===== src/rtl/io_addr_pkg.sv =====
// Package: shared types for the I/O address unit.
// Assumes: operation class codes are fixed by the instruction decoder.
package io_addr_pkg;
    localparam int ADDR_W = 32;
    localparam int BYTE_W = 8;

    typedef enum logic [2:0] {
        OP_IMM8   = 3'd0,
        OP_REGC   = 3'd1,
        OP_DIR16  = 3'd2,
        OP_DIR24  = 3'd3,
        OP_DIR32  = 3'd4,
        OP_BLOCK  = 3'd5,
        OP_ONCHIP = 3'd6,
        OP_RSVD   = 3'd7
    } io_op_e;

    typedef enum logic [1:0] {
        ST_IDLE = 2'd0,
        ST_EXT  = 2'd1,
        ST_PS1  = 2'd2,
        ST_PS2  = 2'd3
    } seq_state_e;
endpackage


===== src/rtl/io_addr_compose.sv =====
// Module: io_addr_compose
// Builds the 32-bit I/O address from the operation class and operands.
// Purely combinational; assumes a 32-bit address made of four bytes.
module io_addr_compose
    import io_addr_pkg::*;
#(
    parameter int AW = ADDR_W,
    parameter int BW = BYTE_W
) (
    input  io_op_e        op,
    input  logic [BW-1:0] b_n,
    input  logic [BW-1:0] b_m,
    input  logic [BW-1:0] b_l,
    input  logic [BW-1:0] b_k,
    input  logic [BW-1:0] b_acc,
    input  logic [AW-1:0] b_bc,
    output logic [AW-1:0] addr
);
    localparam int LANES = AW / BW;

    logic [BW-1:0] lane [LANES];

    // Selects each byte lane from the operand set per class.
    always_comb begin
        for (int i = 0; i < LANES; i++) begin
            lane[i] = '0;
        end
        unique case (op)
            OP_IMM8: begin
                lane[0] = b_n;
                lane[1] = b_acc;
            end
            OP_REGC, OP_BLOCK: begin
                for (int i = 0; i < LANES; i++) begin
                    lane[i] = b_bc[i*BW +: BW];
                end
            end
            OP_DIR16: begin
                lane[0] = b_n;
                lane[1] = b_m;
            end
            OP_DIR24: begin
                lane[0] = b_n;
                lane[1] = b_m;
                lane[2] = b_l;
            end
            OP_DIR32: begin
                lane[0] = b_n;
                lane[1] = b_m;
                lane[2] = b_l;
                lane[3] = b_k;
            end
            OP_ONCHIP: begin
                lane[0] = b_n;
            end
            default: begin
                for (int i = 0; i < LANES; i++) begin
                    lane[i] = '0;
                end
            end
        endcase
    end

    genvar g;
    generate
        for (g = 0; g < LANES; g++) begin : g_pack
            assign addr[g*BW +: BW] = lane[g];
        end
    endgenerate
endmodule


===== src/rtl/io_seq.sv =====
// Module: io_seq
// Transaction sequencer: one cycle for external I/O, two for on-chip.
// Assumes requests are only sampled while idle; reserved class is refused.
module io_seq
    import io_addr_pkg::*;
(
    input  logic       clk,
    input  logic       rst_n,
    input  logic       req_valid,
    input  io_op_e     req_op,
    output seq_state_e state,
    output logic       accept
);
    seq_state_e state_nx;

    // Accepts a request only when idle and of a legal class.
    assign accept = (state == ST_IDLE) && req_valid && (req_op != OP_RSVD);

    // Next-state decode.
    always_comb begin
        state_nx = state;
        unique case (state)
            ST_IDLE: if (accept) state_nx = (req_op == OP_ONCHIP) ? ST_PS1 : ST_EXT;
            ST_EXT:  state_nx = ST_IDLE;
            ST_PS1:  state_nx = ST_PS2;
            ST_PS2:  state_nx = ST_IDLE;
            default: state_nx = ST_IDLE;
        endcase
    end

    // State register with synchronous reset.
    always_ff @(posedge clk) begin
        if (!rst_n) state <= ST_IDLE;
        else        state <= state_nx;
    end
endmodule


===== src/rtl/io_onchip_regs.sv =====
// Module: io_onchip_regs
// On-chip register file: writable registers plus a read-only version byte.
// Assumes the last map entry is the read-only version register.
module io_onchip_regs #(
    parameter int                     AB      = 8,
    parameter int                     DW      = 8,
    parameter int                     NUM_OC  = 4,
    parameter logic [NUM_OC*AB-1:0]   OC_MAP  = {8'hFF, 8'h19, 8'h18, 8'h17},
    parameter logic [DW-1:0]          VER_VAL = 8'h00
) (
    input  logic              clk,
    input  logic              rst_n,
    input  logic              active,
    input  logic [AB-1:0]     reg_addr,
    input  logic              commit,
    input  logic [DW-1:0]     wdata,
    output logic [NUM_OC-1:0] sel,
    output logic              we,
    output logic [DW-1:0]     rd_data
);
    localparam int NUM_WR = NUM_OC - 1;

    logic [NUM_OC-1:0] hit;
    logic [DW-1:0]     store [NUM_WR];

    genvar g;
    generate
        for (g = 0; g < NUM_OC; g++) begin : g_dec
            assign hit[g] = (reg_addr == OC_MAP[g*AB +: AB]);
        end
        for (g = 0; g < NUM_WR; g++) begin : g_store
            // Holds one writable register; updates on commit when selected.
            always_ff @(posedge clk) begin
                if (!rst_n)                 store[g] <= '0;
                else if (commit && hit[g])  store[g] <= wdata;
            end
        end
    endgenerate

    assign sel = active ? hit : '0;
    assign we  = commit && (|hit[NUM_WR-1:0]);

    // Read mux: stored value, version constant, or zero when unmapped.
    always_comb begin
        rd_data = '0;
        for (int i = 0; i < NUM_WR; i++) begin
            if (hit[i]) rd_data = store[i];
        end
        if (hit[NUM_OC-1]) rd_data = VER_VAL;
    end
endmodule


===== src/rtl/io_addr_unit.sv =====
// Module: io_addr_unit (top)
// Forms I/O addresses and runs external or on-chip pseudo-transactions.
// Assumes the caller holds request fields valid in the cycle req_valid is high.
module io_addr_unit
    import io_addr_pkg::*;
#(
    parameter int             AW      = ADDR_W,
    parameter int             DW      = BYTE_W,
    parameter int             NUM_OC  = 4,
    parameter logic [NUM_OC*8-1:0] OC_MAP = {8'hFF, 8'h19, 8'h18, 8'h17},
    parameter logic [DW-1:0]  VER_VAL = 8'h00
) (
    input  logic              clk,
    input  logic              rst_n,
    input  logic              req_valid,
    input  logic [2:0]        req_op,
    input  logic              req_write,
    input  logic [7:0]        imm_n,
    input  logic [7:0]        imm_m,
    input  logic [7:0]        imm_l,
    input  logic [7:0]        imm_k,
    input  logic [7:0]        acc,
    input  logic [AW-1:0]     bc,
    input  logic [DW-1:0]     req_wdata,
    output logic              busy,
    output logic              done,
    output logic [AW-1:0]     io_addr,
    output logic              io_rd,
    output logic              io_wr,
    output logic [NUM_OC-1:0] oc_sel,
    output logic              oc_we,
    output logic [DW-1:0]     rdata
);
    io_op_e        op;
    seq_state_e    state;
    logic          accept;
    logic [AW-1:0] comp_addr;
    logic [AW-1:0] addr_q;
    logic          write_q;
    logic [DW-1:0] wdata_q;
    logic          in_ps;
    logic [DW-1:0] reg_rd;

    assign op = io_op_e'(req_op);

    io_addr_compose #(.AW(AW), .BW(8)) i_compose (
        .op    (op),
        .b_n   (imm_n),
        .b_m   (imm_m),
        .b_l   (imm_l),
        .b_k   (imm_k),
        .b_acc (acc),
        .b_bc  (bc),
        .addr  (comp_addr)
    );

    io_seq i_seq (
        .clk       (clk),
        .rst_n     (rst_n),
        .req_valid (req_valid),
        .req_op    (op),
        .state     (state),
        .accept    (accept)
    );

    // Captures address, direction and write data at acceptance.
    always_ff @(posedge clk) begin
        if (!rst_n) begin
            addr_q  <= '0;
            write_q <= 1'b0;
            wdata_q <= '0;
        end else if (accept) begin
            addr_q  <= comp_addr;
            write_q <= req_write;
            wdata_q <= req_wdata;
        end
    end

    assign in_ps = (state == ST_PS1) || (state == ST_PS2);

    io_onchip_regs #(
        .AB      (8),
        .DW      (DW),
        .NUM_OC  (NUM_OC),
        .OC_MAP  (OC_MAP),
        .VER_VAL (VER_VAL)
    ) i_regs (
        .clk      (clk),
        .rst_n    (rst_n),
        .active   (in_ps),
        .reg_addr (addr_q[7:0]),
        .commit   ((state == ST_PS2) && write_q),
        .wdata    (wdata_q),
        .sel      (oc_sel),
        .we       (oc_we),
        .rd_data  (reg_rd)
    );

    assign busy    = (state != ST_IDLE);
    assign done    = (state == ST_EXT) || (state == ST_PS2);
    assign io_addr = busy ? addr_q : '0;
    assign io_rd   = (state == ST_EXT) && !write_q;
    assign io_wr   = (state == ST_EXT) && write_q;
    assign rdata   = ((state == ST_PS2) && !write_q) ? reg_rd : '0;
endmodule


===== config.mk =====
export PLATFORM = sky130hd
export DESIGN_NAME = io_addr_unit
export DESIGN_NICKNAME = d
export VERILOG_FILES = /design/src/rtl/io_addr_pkg.sv /design/src/rtl/io_addr_compose.sv /design/src/rtl/io_seq.sv /design/src/rtl/io_onchip_regs.sv /design/src/rtl/io_addr_unit.sv
export SDC_FILE = /design/constraint.sdc
export NUM_CORES = 1
export LEC_CHECK = 0
export BUFFER_PORTS_ARGS = -buffer_cell sky130_fd_sc_hd__buf_2
export CAP_MARGIN = 0
export CORE_ASPECT_RATIO = 1.25
export CORE_UTILIZATION = 46
export CTS_BUF_LIST = sky130_fd_sc_hd__clkbuf_16
export DETAILED_ROUTE_END_ITERATION = 6
export PLACE_DENSITY = 0.77
export SYNTH_ARGS = -nofsm -noshare
export SYNTH_HDL_FRONTEND = slang
export SYNTH_HIERARCHICAL = 1
export SYNTH_SLANG_ARGS = --single-unit

===== constraint.sdc =====
create_clock -name clk -period 2.05 [get_ports clk]
set_input_delay 0 -clock clk [delete_from_list [all_inputs] [get_ports clk]]
set_output_delay 0 -clock clk [all_outputs]
set_load 0.1 [all_outputs]

==> impl_metrics.toml, run 1 <==
[yosys]
yosys_warnings = 6
synth_edf_count = 24
syn_avg_cell_area_um2 = 9.78
synthCells = 407
seq_area_frac_synth_pct = 39.7
syn_area_um2 = 3980
yosys_most_used_dff = "dfxtp_1"
ys_seq_elements = 67
async_flop_share_pct = 0
ys_types = 45
mappedNetlistNets = 494

[worst_setup_path]
cp-end-kind = "output pin"
crit_arrival_ns = 2.04
critPathKind = "reg -> out"
r2r_slack_ns = 0.12
cp_max_fo = 5
startpoint_type = "flip-flop"
critPathRequiredTime_ns = 2.05

[run_status]
status = "finished, final reports clean"

[layout]
stdcell_count = 649
fin_nets = 634
drive_gt1_share_pct = 37.5
stdcell_area_um2 = 5330
antenna_cells = 0
post-route-util_pct = 64.0
syn2layout_area_growth_pct = 34.0

[clock_tree]
cts_sinks = 67
clk_path_buf_depth = 2
ctsHtreeMaxLevel = 3
clk_pin_slew_ns = 0.06
cts_buffers = 9
clk_latency_ns = 0.33
root_buffer = "clkbuf_16"
cts_tree = "done"

[sta]
fmax_ghz = 0.491
holdWs_ns = 0.0493
finalSetupViolCount = 0
post-route-min-period_ns = 2.04
finalMaxSlewViolations = 0
hold_viol = 0
rsz0062_at_grt = "yes"
period_share_pct = 99.4
finClkSkew_ns = 0.00978
slew_headroom_pct = 66.2
worst_slew_pin_slew_ns = 0.505

[floorplanning]
die_area_um2 = 9030
io_pins = 136
initial_core_util_pct = 47.8
rows = 37
die_h_um = 106
coreArea_um2 = 8330
die_w_um = 85.2

[detailed_routing]
routedWlPerCell_um = 14.8
drt_wl_total_mm = 9.61
via_count = 3526
remaining_drc_errors = 0
drt_iter0_drc = 138
detail-route-antenna-nets = 0
viasPerCell = 5.43
drtPass1Iterations = 4

[grt]
grt_pass1_vias = 3526
grt_first_pass_wirelength_mm = 15.9
grtUsageTotal_pct = 22.0
grt_overflow = 0
grt_antenna_before_repair = 0
grt_max_degree = 34

[placement]
place_area_um2 = 4820
hpwlAfterDp_mm = 6.91
io_buffers = 135
gp_congestion = 0.785
dp.cells = 617

[power]
pwr_density_cell_nw_per_um2 = 697
power_leakage_uw = 0.00229
ir_worst_vdd_v = 0.000446
p_total_uw = 3720

[job]
drv_cap = 0

[min_path]
hp-class = "in -> reg"
[synth_stat cells, drive strengths merged (2+ instances only)]
cell type,number,share of area (%)
and3b,2,0.44
edfxtp,24,18
o2bb2ai,8,1.8
buf,22,4.7
inv,4,0.38
nand3,3,0.38
dfxtp,43,22
a21oi,11,1.5
or3b,8,1.8
o21ai,16,2.0
mux2i,41,10
nor3,5,0.88
nor2b,75,12
nand4b,2,0.44
and3,3,0.50
nand2,23,2.2
nand2b,2,0.31
nor2,14,1.8
a22oi,31,6.9
clkbuf,10,0.94
and2,34,5.3
a22o,8,1.8
o21bai,8,1.7
[routing by layer]
| layer | routed length [µm] | vias to the layer above | share of wire (%) | global-route usage [%] |
|---|---|---|---|---|
| met4 | 220 | 0 | 2.3 | 10.4 |
| li1 | - | 1722 | - | - |
| met5 | 0 | - | 0 | 0 |
| met3 | 445 | 26 | 4.6 | 3.11 |
| met2 | 4940 | 141 | 51 | 40.2 |
| met1 | 4000 | 1637 | 42 | 25.0 |
[cells by family (layout without fill, tap and decap cells)]
| kind of cell | count (synthesis) | after routing | synth area share (%) |
|---|---|---|---|
| and+or+nand+nor | 178 | 179 | 27.5 |
| AOI/OAI and AO/OA | 85 | 85 | 16.4 |
| DFF | 67 | 67 | 39.7 |
| muxes | 41 | 41 | 10.3 |
| buffers and inverters | 36 | 180 | 6.07 |
[area by class of cell]
class | instances | area [µm²]
Fill cell | 684 | 3000
Multi-Input combinational cell | 305 | 2250
Sequential cell | 67 | 1590
Timing Repair Buffer | 160 | 1040
Clock buffer | 9 | 225
Tap cell | 97 | 121
Clock inverter | 7 | 93.8
Inverter | 4 | 15.0
[power by group]
group	leakage [µW]	switching, µW	internal (µW)
sequential	0.000600	49.3	1440
clock	0.000157	551	1060
combinational	0.00153	363	254
total	0.00229	963	2750
[sequential cells by signal, indices dropped and copies added (netlist names)]
register,cells
addr_q,32
i_regs/store,24
wdata_q,8
i_seq/state,2
write_q,1
[final timing paths]
check | startpoint | end | depth (start not counted)
worst max-delay path | addr_q[5]$_SDFFE_PN0P_ | rdata[7] | 6
worst max register to register | addr_q[5]$_SDFFE_PN0P_ | i_regs/store[1][7]$_SDFFCE_PN0P_ | 4
worst min register to register | addr_q[30]$_SDFFE_PN0P_ | addr_q[30]$_SDFFE_PN0P_ | 2
worst min-delay path | imm_n[4] | addr_q[4]$_SDFFE_PN0P_ | 4
[timing repair]
| item | in CTS | in global routing |
|---|---|---|
| endpoints found under the setup margin | 9 | 19 |
| gates cloned | 1 | 0 |
| pin swaps | 3 | 4 |
| resized for setup | 7 | 11 |
| endpoints found under the hold margin | 10 | 0 |
| setup buffers | 4 | 1 |
| hold buffers | 10 | 0 |
[layout by cell type, fill, tap and decap left out, types with 10 or more instances in the layout]
cell and n:
buf_2 123, mux2i_1 41, nor2_1 11, a22oi_1 23, buf_4 15, a21oi_1 10, edfxtp_1 24, nor2b_1 75
o21ai_1 16, buf_12 10, dfxtp_1 40, dlygate4sd3_1 10, and2_1 25, nand2_1 20
[stage by stage]
stage          setup slack (ns)  TNS, ns
5_1_grt                 -0.0510   -0.283
3_5_place_dp              0.227        0
2_1_floorplan            -0.605   -0.713
3_3_place_gp              0.263        0
4_1_cts                0.000371        0
6_report                 0.0115        0
[critical path, stage by stage, from the launching register on]
cell	delay, ns
dfxtp_4	0.36
or4b_4	0.61
nor2_8	0.15
nand2_1	0.08
a22oi_2	0.15
and2_2	0.18
buf_12	0.17
No activity file was read; power rests on OpenSTA's default activity.
==> run 2, diff against run 1 <==
CORE_UTILIZATION = 44   (was 46)
PLACE_DENSITY = 0.76   (was 0.77)
SYNTH_HIERARCHICAL = default   (was 1)
==> impl_metrics.toml, run 2 <==
[layout]
final_cell_mix = "buf_2 (122), dfxtp_1 (41), nor2b_2 (28), and2_1 (27), nand2_1 (27)"
post-route-util_pct = 73.6
top_register = "addr_q"
layout_commonest_cell = "buf_2"
syn2layout_area_growth_pct = 59.2
largest_reg_flops = 32
stdcell_count = 651
stdcell_area_um2 = 5510
drive_gt1_share_pct = 45.6
fin_nets = 641
top_regs = "addr_q (32), i_regs.store (24), wdata_q (8)"
antenna_cells = 0
nFillCells = 526

[placement]
gp_congestion = 0.829
pre_cts_slack_ns = -0.0590
hpwlAfterDp_mm = 7.07
place_area_um2 = 4770
io_buffers = 135
dp.cells = 603

[grt]
grt_pass1_vias = 3510
grt_first_pass_wirelength_mm = 16.5
grt_max_degree = 33
grt_overflow = 0
grtUsageTotal_pct = 26.1
grt_antenna_before_repair = 0

[min_path]
hp-class = "in -> reg"
worstHoldStart = "bc[10]"
holdPathEnd = "addr_q[10]$_SDFFE_PN0P_"
min_path_cells = 3

[clock_tree]
clk_path_buf_depth = 2
cts_sinks = 67
cts_buffers = 9
root_buffer = "clkbuf_16"
clk_latency_ns = 0.32
ctsHtreeMaxLevel = 3
clk_pin_slew_ns = 0.06
cts_tree = "done"

[sta]
holdWs_ns = 0.00669
finalSetupViolCount = 34
period_share_pct = 111
worst_slew_pin_slew_ns = 0.609
finClkSkew_ns = 0.00771
finalMaxSlewViolations = 0
post-route-min-period_ns = 2.28
hold_viol = 0
fmax_ghz = 0.438
slew_headroom_pct = 59.3
rsz0062_at_grt = "yes"
fin_ws_ns = -0.231

[worst_setup_path]
path_common_cell = "buf_12"
crit_chain = "or4b_4 > or4_4 > buf_12 > nor2_2 > a211oi_4 > buf_12"
critPathRequiredTime_ns = 2.05
r2r_slack_ns = -0.11
crit_slowest_cell = "or4b_4"
critPathTopFamily = "simple AND/OR/NAND/NOR gates"
cp-end-kind = "output pin"
max_stage_delay_ns = 0.57
cp_max_fo = 8
rr_startpoint = "addr_q[7]$_SDFFE_PN0P_"
reg2reg_depth = 4
critPathBufInv = 2
rr_endpoint = "i_regs.store[2][3]$_SDFFCE_PN0P_"
startpoint_type = "flip-flop"
critPathKind = "reg -> out"
crit_arrival_ns = 2.28

[yosys]
synthTopCellsByCount = "dfxtp_1 (43), nor2b_1 (41), o21ai_0 (33)"
syn_avg_cell_area_um2 = 8.97
synthTopCellsByArea = "dfxtp_1 (25%), edfxtp_1 (21%), nor2b_1 (7.4%)"
yosys_warnings = 0
mappedNetlistNets = 473
ys_types = 38
synthDominantCellAreaShare_pct = 24.9
synth_most_common_cell = "dfxtp_1"
yosys_most_used_dff = "dfxtp_1"
seq_area_frac_synth_pct = 45.7
async_flop_share_pct = 0
synthCells = 386
post-synth-top-area-cell = "dfxtp_1"
syn_area_um2 = 3460
ys_seq_elements = 67
synth_edf_count = 24

[power]
seqPwrFrac_pct = 41.9
p_int_uw = 2540
netSwitchingFraction_pct = 29.7
pwr_density_cell_nw_per_um2 = 654
power_leakage_uw = 0.00218
combPwrFrac_pct = 20.1
ir_worst_vdd_v = 0.000420
clkPwrFrac_pct = 38.0
switchingPower_uw = 1070

[floorplanning]
die_area_um2 = 8230
rows = 35
coreArea_um2 = 7490
io_pins = 136
die_w_um = 81.4
die_h_um = 101
initial_core_util_pct = 46.2

[detailed_routing]
drt_iter0_drc = 179
drt_wl_total_mm = 10.5
viasPerCell = 5.56
detail-route-antenna-nets = 0
drtPass1Iterations = 5
remaining_drc_errors = 0
via_count = 3617
routedWlPerCell_um = 16.1

[run_status]
violations = "setup timing"
status = "complete, but fails checks"

[job]
drv_cap = 0
run 2: cell types whose count changed in the layout (fill, tap and decap cells not counted), sizes merged, moves of 9 or more:
cell	previous run	this run
mux2i	41	0
nor2b	75	41
o21ai	16	34
buf	148	164
dlygate4sd3	10	25
a21boi	0	9
run 2: kinds of logic after synthesis:
group           Yosys count  share of synthesized area [%]
simple gates            147                           24.3
buf+inv                  37                           4.15
flops                    67                           45.7
compound gates          135                           25.8
run 2: area by class of cell:
class	instances	area (µm²)	share of cell area, %
multi-input combinational	283	2120	38.5
inverter	4	15.0	0.272
tap	92	115	2.09
clock buffer	9	225	4.09
clock inverter	7	45.0	0.817
timing repair buffer	189	1400	25.5
sequential	67	1580	28.7
run 2: repair_timing:
action / CTS / global route
hold buffers: 24 / 1
resized for setup: 32 / 18
hold endpoints to repair: 21 / 1
setup buffers: 4 / 2
setup endpoints to repair: 19 / 60
pin swaps: 8 / 14
cloned: 1 / 0
run 2: layer usage:
layer / share of wire, % / GRT usage (%)
met4: 1.4 / 8.24
met2: 55 / 49.5
met3: 4.0 / 5.23
met5: 0 / 0
met1: 39 / 28.2
run 2: stage by stage:
stage | TNS [ns] | total power, µW
6_report | -3.91 | 3610
5_1_grt | -5.73 | 3740
4_1_cts | -2.92 | 3610
3_5_place_dp | -0.420 | 2180
3_3_place_gp | -0.0208 | 2170
2_1_floorplan | -2.74 | 1960
run 2: worst register-to-register path: stages, from the launching register on:
cell	delay [ns]
dfxtp_2	0.32
or4b_4	0.57
or4_4	0.54
buf_6	0.14
o21ai_4	0.26
run 2: power by group through the flow:
stage	sequential, µW	combinational, µW	clock [µW]
floorplan	1510	449	0
global placement	1520	642	0
detailed placement	1530	653	0
CTS	1510	709	1390
global route	1520	773	1450
finish	1510	724	1370
run 2: worst max-delay path by stage:
stage / from / endpoint / slack [ns] / cells after the start
5_1_grt: addr_q[7]$_SDFFE_PN0P_ / rdata[0] / -0.28 / 6
3_3_place_gp: addr_q[5]$_SDFFE_PN0P_ / rdata[7] / -0.01 / 6
3_5_place_dp: addr_q[5]$_SDFFE_PN0P_ / rdata[4] / -0.06 / 6
4_1_cts: addr_q[5]$_SDFFE_PN0P_ / rdata[5] / -0.21 / 6
2_1_floorplan: addr_q[5]$_SDFFE_PN0P_ / rdata[0] / -0.57 / 5
6_report: addr_q[7]$_SDFFE_PN0P_ / rdata[6] / -0.23 / 6
